==> src/rtl/fa_cache_pkg.sv <==
package fa_cache_pkg;

  typedef enum logic [1:0] {
    ST_IDLE = 2'd0,
    ST_WB   = 2'd1,
    ST_FILL = 2'd2
  } fa_state_e;

endpackage

==> src/rtl/fa_tag_match.sv <==
module fa_tag_match #(
  parameter int LINES = 4,
  parameter int TAG_W = 10,
  parameter int IW    = $clog2(LINES)
) (
  input  logic [LINES-1:0] line_valid,
  input  logic [TAG_W-1:0] line_tag [LINES],
  input  logic [TAG_W-1:0] req_tag,
  output logic             hit,
  output logic [LINES-1:0] hit_vec,
  output logic [IW-1:0]    hit_idx
);

  // one comparator per line, all in parallel
  for (genvar g = 0; g < LINES; g++) begin : g_cmp
    assign hit_vec[g] = line_valid[g] && (line_tag[g] == req_tag);
  end

  assign hit = |hit_vec;

  always_comb begin
    hit_idx = '0;
    for (int i = 0; i < LINES; i++) begin
      if (hit_vec[i]) hit_idx = IW'(i);
    end
  end

endmodule

==> src/rtl/fa_age_track.sv <==
module fa_age_track #(
  parameter int LINES = 4,
  parameter int IW    = $clog2(LINES)
) (
  input  logic          clk,
  input  logic          rst_n,
  input  logic          touch,
  input  logic [IW-1:0] touch_idx,
  output logic [IW-1:0] age [LINES],
  output logic [IW-1:0] oldest_idx
);

  localparam logic [IW-1:0] OLDEST = IW'(LINES - 1);

  // rank after an access: touched line to 0, younger-than-it lines age by one
  function automatic logic [IW-1:0] aged(input logic [IW-1:0] cur,
                                         input logic [IW-1:0] pivot,
                                         input logic          is_touched);
    if (is_touched)     return '0;
    else if (cur < pivot) return cur + IW'(1);
    else                return cur;
  endfunction

  logic [IW-1:0] pivot_age;
  assign pivot_age = age[touch_idx];

  always_ff @(posedge clk) begin
    if (!rst_n) begin
      for (int i = 0; i < LINES; i++) age[i] <= IW'(i);
    end else if (touch) begin
      for (int i = 0; i < LINES; i++)
        age[i] <= aged(age[i], pivot_age, touch_idx == IW'(i));
    end
  end

  always_comb begin
    oldest_idx = '0;
    for (int i = 0; i < LINES; i++) begin
      if (age[i] == OLDEST) oldest_idx = IW'(i);
    end
  end

  // ranks stay a permutation: each rank value held by exactly one line
  for (genvar v = 0; v < LINES; v++) begin : g_perm
    logic [LINES-1:0] holds_v;
    for (genvar l = 0; l < LINES; l++) begin : g_l
      assign holds_v[l] = (age[l] == IW'(v));
    end
    p_age_perm_r7: assert property (@(posedge clk) disable iff (!rst_n)
      $countones(holds_v) == 1);
  end

  p_touch_zero_r7: assert property (@(posedge clk) disable iff (!rst_n)
    touch |=> age[$past(touch_idx)] == '0);

endmodule

==> src/rtl/fa_victim_pick.sv <==
module fa_victim_pick #(
  parameter int LINES = 4,
  parameter int IW    = $clog2(LINES)
) (
  input  logic [LINES-1:0] line_valid,
  input  logic [IW-1:0]    oldest_idx,
  output logic [IW-1:0]    victim_idx,
  output logic             victim_free
);

  // lowest-numbered empty line, scanning downward so index 0 wins
  function automatic logic [IW-1:0] first_free(input logic [LINES-1:0] v);
    logic [IW-1:0] r;
    r = '0;
    for (int i = LINES - 1; i >= 0; i--) begin
      if (!v[i]) r = IW'(i);
    end
    return r;
  endfunction

  assign victim_free = ~&line_valid;
  assign victim_idx  = victim_free ? first_free(line_valid) : oldest_idx;

endmodule

==> src/rtl/fa_wb_cache.sv <==
module fa_wb_cache
  import fa_cache_pkg::*;
#(
  parameter int ADDR_W     = 12,
  parameter int LINE_BYTES = 4,
  parameter int LINES      = 4
) (
  input  logic                       clk,
  input  logic                       rst_n,
  input  logic                       cpu_req,
  input  logic                       cpu_we,
  input  logic                       cpu_size,
  input  logic [ADDR_W-1:0]          cpu_addr,
  input  logic [8*LINE_BYTES-1:0]    cpu_wdata,
  output logic                       cpu_ready,
  output logic [8*LINE_BYTES-1:0]    cpu_rdata,
  output logic                       mem_req,
  output logic                       mem_we,
  output logic [ADDR_W-$clog2(LINE_BYTES)-1:0] mem_addr,
  output logic [8*LINE_BYTES-1:0]    mem_wdata,
  input  logic                       mem_ready,
  input  logic [8*LINE_BYTES-1:0]    mem_rdata
);

  localparam int OFF_W  = $clog2(LINE_BYTES);
  localparam int TAG_W  = ADDR_W - OFF_W;
  localparam int LINE_W = 8 * LINE_BYTES;
  localparam int IW     = $clog2(LINES);

  // byte or whole-line read out of a line
  function automatic logic [LINE_W-1:0] load_pick(input logic [LINE_W-1:0] line,
                                                  input logic [OFF_W-1:0]  off,
                                                  input logic              word);
    logic [LINE_W-1:0] r;
    r = '0;
    if (word) r = line;
    else      r[7:0] = line[8*off +: 8];
    return r;
  endfunction

  // store data merged into a line
  function automatic logic [LINE_W-1:0] store_merge(input logic [LINE_W-1:0] line,
                                                    input logic [OFF_W-1:0]  off,
                                                    input logic              word,
                                                    input logic [LINE_W-1:0] wd);
    logic [LINE_W-1:0] r;
    r = line;
    if (word) r = wd;
    else      r[8*off +: 8] = wd[7:0];
    return r;
  endfunction

  // line storage
  logic [TAG_W-1:0]  tag_q  [LINES];
  logic [LINE_W-1:0] data_q [LINES];
  logic [LINES-1:0]  valid_q, dirty_q;

  fa_state_e state_q, state_d;
  logic [IW-1:0]    vic_q;
  logic [TAG_W-1:0] miss_tag_q;

  logic [TAG_W-1:0] req_tag;
  logic [OFF_W-1:0] req_off;
  assign req_tag = cpu_addr[ADDR_W-1:OFF_W];
  assign req_off = cpu_addr[OFF_W-1:0];

  // named internal events
  logic             hit;
  logic [LINES-1:0] hit_vec;
  logic [IW-1:0]    hit_idx;
  logic [IW-1:0]    age [LINES];
  logic [IW-1:0]    oldest_idx, vic_idx;
  logic             vic_free;
  logic             in_idle, access_done, store_hit, miss_start;
  logic             wb_done, fill_done, vic_dirty;

  fa_tag_match #(.LINES(LINES), .TAG_W(TAG_W), .IW(IW)) u_match (
    .line_valid (valid_q),
    .line_tag   (tag_q),
    .req_tag    (req_tag),
    .hit        (hit),
    .hit_vec    (hit_vec),
    .hit_idx    (hit_idx)
  );

  fa_age_track #(.LINES(LINES), .IW(IW)) u_ages (
    .clk        (clk),
    .rst_n      (rst_n),
    .touch      (access_done),
    .touch_idx  (hit_idx),
    .age        (age),
    .oldest_idx (oldest_idx)
  );

  fa_victim_pick #(.LINES(LINES), .IW(IW)) u_victim (
    .line_valid (valid_q),
    .oldest_idx (oldest_idx),
    .victim_idx (vic_idx),
    .victim_free(vic_free)
  );

  assign in_idle     = (state_q == ST_IDLE);
  assign access_done = in_idle && cpu_req && hit;
  assign store_hit   = access_done && cpu_we;
  assign miss_start  = in_idle && cpu_req && !hit;
  assign wb_done     = (state_q == ST_WB) && mem_ready;
  assign fill_done   = (state_q == ST_FILL) && mem_ready;
  assign vic_dirty   = valid_q[vic_idx] && dirty_q[vic_idx];

  assign cpu_ready = access_done;
  assign cpu_rdata = load_pick(data_q[hit_idx], req_off, cpu_size);

  assign mem_req   = !in_idle;
  assign mem_we    = (state_q == ST_WB);
  assign mem_addr  = (state_q == ST_WB) ? tag_q[vic_q] : miss_tag_q;
  assign mem_wdata = data_q[vic_q];

  always_comb begin
    state_d = state_q;
    unique case (state_q)
      ST_IDLE: if (miss_start) state_d = vic_dirty ? ST_WB : ST_FILL;
      ST_WB:   if (mem_ready)  state_d = ST_FILL;
      ST_FILL: if (mem_ready)  state_d = ST_IDLE;
      default: state_d = ST_IDLE;
    endcase
  end

  always_ff @(posedge clk) begin
    if (!rst_n) begin
      state_q    <= ST_IDLE;
      vic_q      <= '0;
      miss_tag_q <= '0;
    end else begin
      state_q <= state_d;
      if (miss_start) begin
        vic_q      <= vic_idx;
        miss_tag_q <= req_tag;
      end
    end
  end

  always_ff @(posedge clk) begin
    if (!rst_n) begin
      valid_q <= '0;
      dirty_q <= '0;
      for (int i = 0; i < LINES; i++) begin
        tag_q[i]  <= '0;
        data_q[i] <= '0;
      end
    end else begin
      for (int i = 0; i < LINES; i++) begin
        if (fill_done && vic_q == IW'(i)) begin
          tag_q[i]   <= miss_tag_q;
          data_q[i]  <= mem_rdata;
          valid_q[i] <= 1'b1;
          dirty_q[i] <= 1'b0;
        end else if (wb_done && vic_q == IW'(i)) begin
          dirty_q[i] <= 1'b0;
        end else if (store_hit && hit_idx == IW'(i)) begin
          data_q[i]  <= store_merge(data_q[i], req_off, cpu_size, cpu_wdata);
          dirty_q[i] <= 1'b1;
        end
      end
    end
  end

  // at most one line may match a tag
  p_hit_onehot_r4: assert property (@(posedge clk) disable iff (!rst_n)
    $onehot0(hit_vec));

  // a hit completes without touching memory
  p_ready_quiet_r4: assert property (@(posedge clk) disable iff (!rst_n)
    cpu_ready |-> !mem_req);

  // a fill leaves its line valid with the missed tag
  p_fill_tag_r5: assert property (@(posedge clk) disable iff (!rst_n)
    fill_done |=> valid_q[$past(vic_q)] && tag_q[$past(vic_q)] == $past(miss_tag_q));

  // store completion leaves the line dirty
  p_store_dirty_r8: assert property (@(posedge clk) disable iff (!rst_n)
    (cpu_ready && cpu_we) |=> dirty_q[$past(hit_idx)]);

  // a fill never overwrites unsaved data
  p_clean_fill_r9: assert property (@(posedge clk) disable iff (!rst_n)
    (state_q == ST_FILL) |-> !(valid_q[vic_q] && dirty_q[vic_q]));

  // an empty line is taken while one exists
  p_vic_free_r6: assert property (@(posedge clk) disable iff (!rst_n)
    (miss_start && !(&valid_q)) |-> !valid_q[vic_idx]);

  // full cache evicts the least recent line
  p_vic_oldest_r7: assert property (@(posedge clk) disable iff (!rst_n)
    (miss_start && (&valid_q)) |-> age[vic_idx] == IW'(LINES - 1));

endmodule

==> config.mk <==
export PLATFORM = sky130hd
export DESIGN_NAME = fa_wb_cache
export DESIGN_NICKNAME = d
export VERILOG_FILES = /design/src/rtl/fa_cache_pkg.sv /design/src/rtl/fa_tag_match.sv /design/src/rtl/fa_age_track.sv /design/src/rtl/fa_victim_pick.sv /design/src/rtl/fa_wb_cache.sv
export SDC_FILE = /design/constraint.sdc
export NUM_CORES = 1
export LEC_CHECK = 0
export BUFFER_PORTS_ARGS = -buffer_cell sky130_fd_sc_hd__buf_4
export CAP_MARGIN = 5
export CORE_ASPECT_RATIO = 1.1
export CORE_MARGIN = 1.5
export CORE_UTILIZATION = 45
export CTS_CLUSTER_SIZE = 16
export DETAILED_ROUTE_END_ITERATION = 16
export PLACE_DENSITY = 0.62
export SYNTH_ARGS = -nofsm -noshare
export SYNTH_HDL_FRONTEND = slang
export SYNTH_SLANG_ARGS = --single-unit
==> constraint.sdc <==
create_clock -name clk -period 7.43 [get_ports clk]
set_input_delay 1.486 -clock clk [delete_from_list [all_inputs] [get_ports clk]]
set_output_delay 1.486 -clock clk [all_outputs]
set_load 0.005 [all_outputs]
== Word-level counts from Yosys, hierarchy flattened ==
Memories as Yosys holds them, arrays and structs flattened. A register that Yosys moved wholly into a read port is not among the register bits.
Index checks and enable logic that the tools add are counted.
Storage, ports and cells
  flip-flop bits (word level): 70
  RAM bits: 128
  bits of input ports: 82
  output and inout bits: 77
  word-level logic and storage cells: 211
  memories: 1
Memories
  data_q: depth 4, bits a word 32, rd ports 6, clocked after memory_dff 1, write ports 4, RTL line fa_wb_cache.sv:55  | logic [LINE_W-1:0] data_q [LINES];
Operators by class
  add/sub/neg operators: 5
  magnitude comparators: 7
  eq/ne operators: 18
  shift-type cells: 3
  multiplexer cells: 104
  bitwise operators: 11
  reduce and logical (&&, ||, !) cells: 43
Operators with widths (number)
  $mux 32: 28
  $bwmux 32: 4
  $mux 2: 25
  $eq 10x10->1: 4
  $mux 1: 37
  $neg 5->34: 1
  $shift 8x34->32 const A: 1
  $shiftx 8x34->32: 1
  $shiftx 32x6->8: 1
  $mux 10: 3
  $mux 24: 1
  $logic_and 1x1->1: 23
  $bmux 10 s2: 1
  $eq 2x2->1 const B: 8
  $reduce_or 3->1: 4
  $add 2x1->2 const B: 4
  $lt 2x2->1: 4
  $mux 8: 1
  $or 1x1->1: 8
  $reduce_and 2->1: 4
  $reduce_bool 2->1: 4
  $eq 2x1->1 const B: 3
  $ge 3x3->1 const B: 2
  $logic_not 2->1: 3
  other kinds (12): 16

== Logic depth before layout (Yosys ltp) ==
  depth after elaboration: 13
  mapped depth: 17
  mapped depth without buffers: 14

== Modules after synthesis ==
Synthesis repeated with hierarchy kept, for this count alone.
Second synthesis, totals
  cell total of the unflattened synthesis: 1179
  area total of the unflattened synthesis: 13041.3 um2
By module, submodules not included
  fa_wb_cache: instances 1, cells each 1012, area an instance 11682.5 um2, seq. area each 5124.9 um2
  fa_age_track: instances 1, cells each 87, area an instance 696.9 um2, seq. area each 160.2 um2
  fa_tag_match: instances 1, cells each 73, area an instance 623.1 um2, seq. area each 0.0 um2
  fa_victim_pick: instances 1, cells each 7, area an instance 38.8 um2, seq. area each 0.0 um2

== Worst setup path after synthesis ==
OpenSTA, ideal clock, no wires.
  path type: input -> output
  start: input port cpu_addr[4]
  end: output port cpu_rdata[2]
  arrival time: 3398 ps
  data required time: 5944 ps
  setup slack: 2546 ps
  cell stages on the path: 10
  buffers on the path: 3
  path through: buf_2 xnor2_1 nand4_1 or3_1 buf_2 nor3_4 buf_2 a21oi_1 a32oi_1 o211a_1
Between the ends
  cells in the longest elaborated chain, start to end: 8
  elaborated cells between the ends (all ways): 12
  those cells by class: 3 x eq/ne; 1 x shift; 4 x mux; 3 x reduce/logical; 1 x memory
Ends and longest elaborated chain
  start: declaration: RTL line fa_wb_cache.sv:13  | input logic [ADDR_W-1:0] cpu_addr,
  $eq 10x10->1: RTL line fa_tag_match.sv:16  | assign hit_vec[g] = line_valid[g] && (line_tag[g] == req_tag);
  $logic_and 1x1->1: RTL line fa_tag_match.sv:16
  $mux 1: RTL line fa_tag_match.sv:24  | if (hit_vec[i]) hit_idx = IW'(i);
  $mux 2: RTL line fa_tag_match.sv:24
  $mux 2 *: RTL line fa_tag_match.sv:24
  $mem_v2 4x32 *
  $shiftx 32x6->8: RTL line fa_wb_cache.sv:37  | else r[7:0] = line[8*off +: 8];
  $mux 8 *: RTL line fa_wb_cache.sv:36  | if (word) r = line;
  end: declaration: RTL line fa_wb_cache.sv:16  | output logic [8*LINE_BYTES-1:0] cpu_rdata,
Mark *: on every way between the ends. The rest lies on a longest branch, timed or not.

== Worst setup path in the final report ==
  start: input port cpu_addr[4]
  end: output port cpu_rdata[1]
The elaborated chain is that of the path after synthesis.

==> results.md <==
- Worst Clk Skew: 0.01356 ns
- FF-to-FF path depth: 7
- Synthesized net count: 1570
- Final setup viols: 0
- Post-CTS Setup Repair Bufs: 0
- Power Total: 2.555 mW
- CP Capture Type: primary output
- Drt drc: 0
- Num ports: ~160
- Hold Path Class: register to register
- Root buffer cell: clkbuf_16
- HPWL Detailed: around 32000 microns
- CTS Buffer Depth: 2
- Register area: 5288 sq um
- Clk slew on worst S/H paths: 0.08 ns
- Worst r2r src: tag_q[28]$_SDFFE_PN0P_
- Share of the synthesized area in the top cell type: 0.2977
- Starting Density: 0.4607
- WP data arrival: 4.54 ns
- Initial detailed-routing violation count: 1380
- Core area: 28030 sq um
- Worst hold start: dirty_q[3]$_SDFFE_PP0N_
- Synth area leaders: edfxtp_1 30%, dfxtp_1 11%, nand2_1 7.7%, o21ai_0 7.3%, mux4_2 7.3%
- Final min period: 6.021 ns
- Worst skew pair latency: 0.45 ns
- Period utilization: 0.8104
- Cell variety after synth: 55
- Post-synth EDFFs: approximately 130
- Share of cells above drive strength 1: 0.1936
- Resized Gates After CTS: 0
- Max Cap Viol: 0
- Routed via count: 12240
- Gate Count Post-Synth: roughly 1500
- PD cells: 170.5 nW/um^2
- CTS Buf Count: 17
- Max IR drop VDD: ~0.00014 V
- Startpoint types: input port
- # hold bufs at CTS: 0
- Place WS: around 1.5 ns
- Fillers: 2623
- Synthesized flop and latch total: 200
- First-pass GRT wire length: 71620 microns
- Rows: 64
- Die area: 29720 sq um
- DR WL/cell: 24.77 microns
- Largest area contributor in the netlist: edfxtp_1
- Sequential share of the synthesized area: 0.4093
- Area delta synth->final: 16.03%
- Gr usage total: 0.3243
- CP max FO: 13
- GP Congestion: 0.9599
- Final hold violation count: 0
- Chip Height: 180.7 microns
- Most frequent cell after synthesis: nand2_1
- Crit path from: cpu_addr[4]
- Top_reg_cell synth: edfxtp_1
- CTS tree: built
- PnR worst setup slack: 1.409 ns
- Fin nets: 1671
- Multi-input gate area: 6939 sq um
- Vias in the first global route: 11720
- Slew headroom: 0.2132
- FF-to-FF End: data_q[3][3]$_DFFE_PP_
- Largest net degree at the start of global routing: 99
- RSZ-0062 raised after global routing: no
- Clock sink total: 200
- Initial antenna violation count: 1
- Async SR Flop Fraction: 0
- ANT nets after route: 0
- Slew Viols, Final: 0
- Worst Max-Slew Pin Slew: 1.180 ns
- PortBufs: 158
- Grt ovf: 0
- Warnings from Yosys: 0
- Worst Path Required: approximately 5.9 ns
- Final WL: just under 50000 microns
- Vias per cell: roughly 6.3
- Outcome: completed
- Setup TNS: 0 ns
- First-pass DRT Iterations: 6
- Top cells by count, synth: 265 x nand2_1, 189 x o21ai_0, 128 x edfxtp_1, 104 x a21oi_1, 81 x inv_1
- Crit path kind: input port to primary output
- Leak: between 5 and 6 nW
- WHS Endpoint: dirty_q[3]$_SDFFE_PP0N_
- Avg Cell Area, Syn: 8.741 sq um
- Hold Path Stages: 2
- Mapped Area: approximately 13000 sq um
- FMAX: 166.1 MHz
- H-Tree Depth: 4
- R2R Setup Slk: 3.30 ns
- Die width: 164.5 microns
## routing by layer
layer | up-vias | track usage | share of wire
met1 | 5853 | 0.4132 | 0.38
li1 | 5506 | - | -
met3 | 147 | 0.06007 | 0.10
met4 | 0 | 0.1380 | 0.042
met2 | 734 | 0.5365 | 0.47
met5 | - | 0 | 0
## worst max-delay path by stage
stage	endpoint	cells past startpoint
2_1_floorplan	cpu_rdata[2]	10
3_3_place_gp	cpu_rdata[1]	10
3_5_place_dp	cpu_rdata[1]	10
4_1_cts	cpu_rdata[1]	10
5_1_grt	cpu_rdata[2]	9
6_report	cpu_rdata[1]	10
## per-stage QoR
step | hold slack (ns) | instances | util | cell area (sq um)
2_1_floorplan | 0.4183 | 1477 | - | 12910
3_3_place_gp | 0.4291 | 1922 | 0.5139 | 14400
3_5_place_dp | 0.4341 | 1922 | 0.5139 | 14400
4_1_cts | 0.4447 | 1954 | 0.5344 | 14980
5_1_grt | 0.4565 | 1954 | 0.5344 | 14980
6_report | 0.4429 | 1955 | 0.5345 | 14980
## kinds of logic after synthesis
| logic type | Yosys count | share of synthesized area |
|---|---|---|
| AOI/OAI and AO/OA | 450 | 0.2111 |
| xor gates and xnor gates | 40 | 0.03062 |
| buffers and inverters | 188 | 0.05756 |
| and+or+nand+nor | 521 | 0.1870 |
| muxes | 67 | 0.09371 |
| DFF | 200 | 0.4093 |
| adders and majority gates | 11 | 0.01066 |
## registers in the layout (all words and copies together), names as in the netlist, named ones only
signal	flops
dirty_q	4
tag_q	40
miss_tag_q	10
valid_q	4
u_ages.age	8
state_q	2
data_q	128
vic_q	2
## layout make-up
cell class,instances,share of cell area
repair buffers,189,0.09471
clock buffers,18,0.03007
inverters,81,0.02030
well taps,363,0.03032
diodes,1,0.0001670
flip-flops and latches,200,0.3530
clock inverters,14,0.008269
multi-input cells,1089,0.4632
## power by group
group	internal (mW)	switching, mW	leakage, nW
registers	1.21	0.0338	1.91
logic	0.148	0.207	3.52
clock network	0.466	0.486	0.290
## worst max-delay path: stages
cell and delay, ns:
buf_4 0.15, xnor2_1 0.30, nand4_1 0.27, or3_1 0.69
nor3_4 0.74, a22o_1 0.23, o22ai_1 0.20, o221a_2 0.22
o31ai_1 0.08, buf_4 0.16
## cells in the final DEF (no fill, tap or decap), types with 6 or more instances in the layout
master / instances
mux2i_1: 14
a31oi_1: 22
buf_4: 189
xnor2_1: 34
a21o_1: 9
edfxtp_1: 128
ha_1: 11
o22ai_1: 8
o21a_1: 7
a32o_1: 10
nand4_1: 15
xnor2_2: 6
inv_1: 81
o31ai_1: 8
a21oi_1: 104
nand3_1: 45
a22o_1: 62
nor2b_1: 35
nor3_1: 16
and2_1: 16
or3_1: 7
mux4_2: 42
nor3_2: 6
o21ai_0: 189
o21ai_1: 9
mux2_2: 11
clkbuf_16: 18
nor2_1: 66
nand2b_1: 29
dfxtp_1: 70
nand2_1: 265
Power figures use the tool's default switching activity.
